`config.mk`:
```
export PLATFORM = sky130hd
export DESIGN_NAME = twbus_state_monitor
export DESIGN_NICKNAME = d
export VERILOG_FILES = /design/src/rtl/twbm_pkg.sv /design/src/rtl/twbm_cond_det.sv /design/src/rtl/twbm_idle_timer.sv /design/src/rtl/twbm_state_fsm.sv /design/src/rtl/twbus_state_monitor.sv
export SDC_FILE = /design/constraint.sdc
export NUM_CORES = 1
export LEC_CHECK = 0
export ABC_AREA = 1
export BUFFER_PORTS_ARGS = -buffer_cell sky130_fd_sc_hd__clkbuf_2
export CAP_MARGIN = 20
export CORE_UTILIZATION = 35
export DETAILED_ROUTE_END_ITERATION = 8
export PLACE_DENSITY_LB_ADDON = 0.1
export SYNTH_ARGS = -nofsm -noshare
export SYNTH_HDL_FRONTEND = slang
export SYNTH_HIERARCHICAL = 1
export SYNTH_SLANG_ARGS = --single-unit
```
`constraint.sdc`:
```
create_clock -name clk -period 2.1 [get_ports clk]
set_clock_uncertainty 0.1 [all_clocks]
set_input_delay 0.21 -clock clk [delete_from_list [all_inputs] [get_ports clk]]
set_output_delay 0.21 -clock clk [all_outputs]
set_load 0.02 [all_outputs]
```
`src/rtl/twbm_pkg.sv`:
```
package twbm_pkg;

  typedef enum logic [1:0] {
    BUS_UNKNOWN = 2'd0,
    BUS_IDLE    = 2'd1,
    BUS_OWNER   = 2'd2,
    BUS_BUSY    = 2'd3
  } bus_state_e;

  // Number of clock cycles in the inactivity window, never below one.
  function automatic int unsigned twbm_tmo_cycles(input int unsigned clk_hz,
                                                  input int unsigned tmo_us);
    longint unsigned cyc;
    cyc = (longint'(clk_hz) * longint'(tmo_us)) / 64'd1_000_000;
    if (cyc == 0) cyc = 1;
    return cyc[31:0];
  endfunction

endpackage

```
`src/rtl/twbm_cond_det.sv`:
```
// Samples both lines and reports framing conditions and line activity.
module twbm_cond_det #(
  parameter int unsigned LINES = 2
) (
  input  logic clk,
  input  logic rst,
  input  logic scl_i,
  input  logic sda_i,
  input  logic frame_clr_i,
  output logic start_o,
  output logic rstart_o,
  output logic stop_o,
  output logic activity_o
);
  localparam int unsigned IDX_SCL = 0;
  localparam int unsigned IDX_SDA = 1;

  logic [LINES-1:0] line_now;
  logic [LINES-1:0] line_q;
  logic [LINES-1:0] line_edge;
  logic             primed_q;
  logic             framed_q;
  logic             start_c;
  logic             stop_c;

  assign line_now[IDX_SCL] = scl_i;
  assign line_now[IDX_SDA] = sda_i;

  // One sample register and one edge flag per line.
  for (genvar g = 0; g < LINES; g++) begin : g_line
    always_ff @(posedge clk) begin
      if (rst) line_q[g] <= 1'b1;
      else     line_q[g] <= line_now[g];
    end
    assign line_edge[g] = primed_q & (line_q[g] ^ line_now[g]);
  end

  always_comb begin
    start_c = primed_q & line_q[IDX_SCL] & line_now[IDX_SCL]
            &  line_q[IDX_SDA] & ~line_now[IDX_SDA];
    stop_c  = primed_q & line_q[IDX_SCL] & line_now[IDX_SCL]
            & ~line_q[IDX_SDA] &  line_now[IDX_SDA];
  end

  always_ff @(posedge clk) begin
    if (rst) begin
      primed_q   <= 1'b0;
      framed_q   <= 1'b0;
      start_o    <= 1'b0;
      rstart_o   <= 1'b0;
      stop_o     <= 1'b0;
      activity_o <= 1'b0;
    end else begin
      primed_q   <= 1'b1;
      start_o    <= start_c;
      rstart_o   <= start_c & framed_q;
      stop_o     <= stop_c;
      activity_o <= |line_edge;
      if (start_c)                      framed_q <= 1'b1;
      else if (stop_c || frame_clr_i)   framed_q <= 1'b0;
    end
  end

endmodule

```
`src/rtl/twbm_idle_timer.sv`:
```
// Counts quiet cycles; one-cycle expire pulse when the window is reached.
module twbm_idle_timer #(
  parameter int unsigned          CNT_W     = 8,
  parameter logic [CNT_W-1:0]     DEF_LIMIT = '1
) (
  input  logic             clk,
  input  logic             rst,
  input  logic             activity_i,
  input  logic             clear_i,
  input  logic             enable_i,
  input  logic [CNT_W-1:0] limit_i,
  output logic             expire_o
);
  logic [CNT_W-1:0] cnt_q;
  logic [CNT_W-1:0] lim_eff;
  logic [CNT_W-1:0] cnt_inc;

  assign lim_eff = (limit_i == '0) ? DEF_LIMIT : limit_i;
  assign cnt_inc = cnt_q + 1'b1;

  always_ff @(posedge clk) begin
    if (rst) begin
      cnt_q    <= '0;
      expire_o <= 1'b0;
    end else if (!enable_i || clear_i || activity_i) begin
      cnt_q    <= '0;
      expire_o <= 1'b0;
    end else if (cnt_q != lim_eff) begin
      cnt_q    <= cnt_inc;
      expire_o <= (cnt_inc == lim_eff);
    end else begin
      expire_o <= 1'b0;
    end
  end

endmodule

```
`src/rtl/twbm_state_fsm.sv`:
```
// Holds the two-bit bus state; event priority force > start > stop > expiry.
module twbm_state_fsm
  import twbm_pkg::*;
(
  input  logic       clk,
  input  logic       rst,
  input  logic       start_i,
  input  logic       stop_i,
  input  logic       expire_i,
  input  logic       force_i,
  input  logic       own_i,
  output bus_state_e state_o
);
  logic held_by_other;

  assign held_by_other = (state_o == BUS_BUSY) || (state_o == BUS_UNKNOWN);

  always_ff @(posedge clk) begin
    if (rst)                          state_o <= BUS_UNKNOWN;
    else if (force_i)                 state_o <= BUS_IDLE;
    else if (start_i)                 state_o <= own_i ? BUS_OWNER : BUS_BUSY;
    else if (stop_i)                  state_o <= BUS_IDLE;
    else if (expire_i && held_by_other) state_o <= BUS_IDLE;
  end

endmodule

```
`src/rtl/twbus_state_monitor.sv`:
```
module twbus_state_monitor
  import twbm_pkg::*;
#(
  parameter int unsigned  CLK_HZ  = 200_000_000,
  parameter int unsigned  TMO_US  = 200,
  localparam int unsigned TMO_CYC = twbm_tmo_cycles(CLK_HZ, TMO_US),
  localparam int unsigned CNT_W   = $clog2(TMO_CYC + 1)
) (
  input  logic             clk,
  input  logic             rst,
  input  logic             scl_i,
  input  logic             sda_i,
  input  logic             own_i,
  input  logic             force_idle_i,
  input  logic             tmo_en_i,
  input  logic [CNT_W-1:0] tmo_limit_i,
  output logic [1:0]       bus_state_o,
  output logic             start_o,
  output logic             rstart_o,
  output logic             stop_o
);
  logic       act_w;
  logic       expire_w;
  logic       frame_clr_w;
  bus_state_e state_w;

  // An expiry that loses to a coincident START must not close the new frame.
  assign frame_clr_w = force_idle_i | (expire_w & ~start_o);

  twbm_cond_det #(.LINES(2)) u_det (
    .clk        (clk),
    .rst        (rst),
    .scl_i      (scl_i),
    .sda_i      (sda_i),
    .frame_clr_i(frame_clr_w),
    .start_o    (start_o),
    .rstart_o   (rstart_o),
    .stop_o     (stop_o),
    .activity_o (act_w)
  );

  twbm_idle_timer #(
    .CNT_W    (CNT_W),
    .DEF_LIMIT(CNT_W'(TMO_CYC))
  ) u_tmr (
    .clk       (clk),
    .rst       (rst),
    .activity_i(act_w),
    .clear_i   (force_idle_i),
    .enable_i  (tmo_en_i),
    .limit_i   (tmo_limit_i),
    .expire_o  (expire_w)
  );

  twbm_state_fsm u_fsm (
    .clk     (clk),
    .rst     (rst),
    .start_i (start_o),
    .stop_i  (stop_o),
    .expire_i(expire_w),
    .force_i (force_idle_i),
    .own_i   (own_i),
    .state_o (state_w)
  );

  assign bus_state_o = state_w;

endmodule

```
==> results.cfg <==
[run_status]
run_status = completed

[layout]
area.growth.synth_to_final_pct = 16.05
post_route_cells_drive_above_1_share_pct = 23.06
final_core_utilization_pct = 43.09
stdcell_area_um2 = 2596
final-instance-count-excl-fill = 461
fin_nets = 411
num_antenna_cells = 0

[clock_tree]
worst_skew_pair.late_latency_ns = 0.29
clkTransAtPathRegs_ns = 0.12
cts-buffers-inserted = 3
cts_root_buf = sky130_fd_sc_hd__clkbuf_8
max-clock-path-buffers = 2
tritoncts = yes
cts_hold_buf = 0
cts.sinks = 27
htreeDepth = 1

[placement]
gp_congestion = 0.8818
detailedPlacementHpwl_mm = 4.583
place_area_um2 = 2497
preCtsSetupSlack_ns = -0.01596
io_buffers = 27
post-place-cells = 455

[drt]
drtPass1Iterations = 4
route.vias.total = 2149
detail_route.drc_violations = 0
wire_per_inst_um = 12.35
drtIter0Drc = 85
via_per_inst = 4.662
drt.antenna.violating_nets = 0
drt_wl_total_mm = 5.694

[timing]
post-route-worst-setup-slack_ns = 0.1939
finalHoldViolCount = 0
final_min_period_over_clock_period_pct = 90.77
report.final.slew_viol_count = 0
setup_viol_count_final = 0
worstMarginPinSlew_ns = 0.4311
grt_setup_unrepaired = no
final.min_clock_period_ns = 1.906
clock.fmax_mhz = 524.6
final.hold.worst_slack_ns = 0.02801
maxSlewHeadroom_pct = 71.06
setup_tns_ns = 0

[floorplan]
floorplan.initialDensity_pct = 37.13
placeableCoreArea_um2 = 6026
row_count = 28
die_width_um = 81.95
dieArea_um2 = 6716
chipHeight_um = 81.95
io_pins = 28

[critical_path]
timing.critical_path.from_type = flop
cp-end-kind = flop
worst_path_dominant_cell_family = simple AND/OR/NAND/NOR gates
max_stage_delay_ns = 0.37
worst_r2r_dst = u_tmr/expire_o$_SDFF_PP0_
path_buf_inv = 2
critPathMaxFanout = 4
worst_r2r_startpoint = u_tmr/cnt_q[0]$_SDFFE_PP0P_
setup.worst_path.end = u_tmr/expire_o$_SDFF_PP0_
worstPathArrival_ns = 2.05
path_depth = 10
critical_path.most_common_cell = sky130_fd_sc_hd__nor2_1
critical-path-slowest-cell = sky130_fd_sc_hd__dfxtp_2
cp_cell_sequence = inv_1 -> nor2_1 -> nand2_1 -> nor2_2 -> buf_4 -> xor2_1 -> nand4_1 -> nor2_1 -> nand3_1 -> nor2_1
reg2reg_setup_slack_ns = 0.19
worst-setup-path-type = flop to flop
setup.worst_path.start = u_tmr/cnt_q[0]$_SDFFE_PP0P_
worstRegToRegCells = 10
cp_data_required_time_ns = 2.24

[synthesis]
postSynth.topFlopCell = sky130_fd_sc_hd__dfxtp_1
synth_edf_count = 0
largest_family_of_logic_cells_by_synthesized_area = simple AND/OR/NAND/NOR gates
syn-mean-instance-area_um2 = 6.429
ys_seq_area_share_pct = 24.16
yosysWarningCount = 6
synth-seq-cells = 27
post_synth_instance_area_um2 = 2237
synth_compound_gate_area_share_pct = 3.691
postSynthNetCount = 372
synth_mux_area_share_pct = 0
post_synth_and_or_nand_nor_area_fraction_pct = 48.60
synth.lib_cells_used.distinct = 33
synth_xor_xnor_area_share_pct = 11.58
yosys.area_share.adder_pct = 0.5593
synthCells = 348
postSynth.asyncResetShare_pct = 0

[grt]
track_usage_pct = 18.51
grt_start_max_net_pins = 17
overflow = 0
grt_pass1_vias = 1947
antenna_found_initial = 0
grt_pass1_wl_mm = 9.266

[min_path]
hold_path_class = primary input to flop

[power]
power.ir.vdd_worst_mv = 0.2686
post-layout-total-power_mw = 1.016
power.static_leakage_nw = 1.186
powerDensity_nw_per_um2 = 391.3

[run]
max_cap_viol_count = 0
[cells by family after synthesis]
group,count (synthesis)
adders and majority gates,1
xor gates and xnor gates,28
buffers and inverters,60
DFF,27
AOI/OAI and AO/OA,13
and+or+nand+nor,219
[synthesized netlist by cell type (2+ instances only)]
cell type,number,area [µm²]
sky130_fd_sc_hd__nand2_1,80,300.3
sky130_fd_sc_hd__nor2_4,3,33.78
sky130_fd_sc_hd__a21oi_2,2,17.52
sky130_fd_sc_hd__nand3_4,6,105.1
sky130_fd_sc_hd__xor2_1,20,175.2
sky130_fd_sc_hd__nor2_1,67,251.5
sky130_fd_sc_hd__nand2_4,2,22.52
sky130_fd_sc_hd__buf_2,2,10.01
sky130_fd_sc_hd__nand2_2,3,18.77
sky130_fd_sc_hd__buf_4,2,15.01
sky130_fd_sc_hd__nor2_2,8,50.05
sky130_fd_sc_hd__a21oi_1,3,15.01
sky130_fd_sc_hd__nand3_1,34,170.2
sky130_fd_sc_hd__inv_2,5,18.77
sky130_fd_sc_hd__nand4_1,6,37.54
sky130_fd_sc_hd__inv_1,48,180.2
sky130_fd_sc_hd__xnor2_1,7,61.31
sky130_fd_sc_hd__nor3_1,4,20.02
sky130_fd_sc_hd__dfxtp_1,27,540.5
sky130_fd_sc_hd__o21ai_0,6,30.03
[per-layer routing]
layer | vias up | wire [µm] | global-route usage, %
met5 | - | 0 | 0
met4 | 0 | 55 | 5.263
met3 | 6 | 147 | 2.111
met2 | 27 | 2573 | 29.42
met1 | 967 | 2918 | 26.05
li1 | 1149 | - | -
[cells in the final DEF, fill, tap and decap left out]
master / synthesis / final
sky130_fd_sc_hd__nor2_2: 8 / 10
sky130_fd_sc_hd__ha_2: 0 / 1
sky130_fd_sc_hd__dfxtp_4: 0 / 1
sky130_fd_sc_hd__clkbuf_2: 0 / 27
sky130_fd_sc_hd__nor2_4: 3 / 4
sky130_fd_sc_hd__dfxtp_2: 0 / 1
sky130_fd_sc_hd__a21oi_2: 2 / 2
sky130_fd_sc_hd__nand3_1: 34 / 34
sky130_fd_sc_hd__nand4_2: 1 / 1
sky130_fd_sc_hd__nor2_8: 1 / 1
sky130_fd_sc_hd__inv_2: 5 / 5
sky130_fd_sc_hd__inv_1: 48 / 48
sky130_fd_sc_hd__o21ai_0: 6 / 6
sky130_fd_sc_hd__or2_1: 1 / 1
sky130_fd_sc_hd__nor2_1: 67 / 64
sky130_fd_sc_hd__nand2_4: 2 / 3
sky130_fd_sc_hd__nor3_4: 1 / 1
sky130_fd_sc_hd__clkbuf_8: 0 / 3
sky130_fd_sc_hd__dfxtp_1: 27 / 25
sky130_fd_sc_hd__a21oi_1: 3 / 3
sky130_fd_sc_hd__nand3_4: 6 / 6
sky130_fd_sc_hd__nand4_1: 6 / 6
sky130_fd_sc_hd__nand2_1: 80 / 78
sky130_fd_sc_hd__buf_4: 2 / 13
sky130_fd_sc_hd__xnor2_1: 7 / 7
sky130_fd_sc_hd__nor3_2: 0 / 1
sky130_fd_sc_hd__clkinv_2: 1 / 1
sky130_fd_sc_hd__nor4_2: 1 / 1
sky130_fd_sc_hd__clkinvlp_4: 0 / 1
sky130_fd_sc_hd__xnor3_1: 1 / 1
sky130_fd_sc_hd__nand3_2: 1 / 1
sky130_fd_sc_hd__o211ai_2: 1 / 1
sky130_fd_sc_hd__nor3_1: 4 / 3
sky130_fd_sc_hd__o211ai_1: 1 / 1
sky130_fd_sc_hd__nand2_2: 3 / 4
sky130_fd_sc_hd__xor2_1: 20 / 20
[worst min path at each step]
stage	startpoint	endpoint	slack, ns	depth (start not counted)
global placement	scl_i	u_det/line_q[0]$_SDFF_PP1_	0.32	3
floorplan	rst	u_fsm/state_o[0]$_SDFFE_PP0P_	0.17	1
detailed placement	scl_i	u_det/line_q[0]$_SDFF_PP1_	0.32	3
CTS	scl_i	u_det/line_q[0]$_SDFF_PP1_	0.02	3
finish	scl_i	u_det/line_q[0]$_SDFF_PP1_	0.03	3
global route	scl_i	u_det/line_q[0]$_SDFF_PP1_	0.03	3
[cell type report]
| cell class | count | area, µm² |
|---|---|---|
| fill | 687 | 3430 |
| multi-input combinational | 261 | 1471 |
| sequential | 27 | 545.5 |
| timing repair buffer | 40 | 232.7 |
| inverter | 54 | 203.9 |
| tap | 75 | 93.84 |
| clock buffer | 3 | 41.29 |
| clock inverter | 1 | 7.507 |
[sequential cells by signal, indices dropped and copies added (netlist names)]
register,flops
u_det/primed_q,1
u_det/stop_o,1
u_det/start_o,1
u_det/rstart_o,1
u_tmr/cnt_q,16
u_det/line_q,2
u_fsm/state_o,2
u_tmr/expire_o,1
u_det/activity_o,1
u_det/framed_q,1
[worst min-delay path, stage by stage]
cell and delay [ns]:
sky130_fd_sc_hd__clkbuf_2 0.09, sky130_fd_sc_hd__inv_1 0.04, sky130_fd_sc_hd__nand2_1 0.04
[timing repair]
action / CTS / global route
gates resized for setup: 0 / 12
setup buffers: 0 / 2
endpoints found under the setup margin: 0 / 2
[power breakdown]
part	switching [mW]	leakage [nW]	internal, mW
logic	0.0988	0.944	0.0617
clock network	0.196	0.0217	0.136
registers	0.00497	0.220	0.519
total	0.300	1.19	0.716
Power figures use the tool's default switching activity.
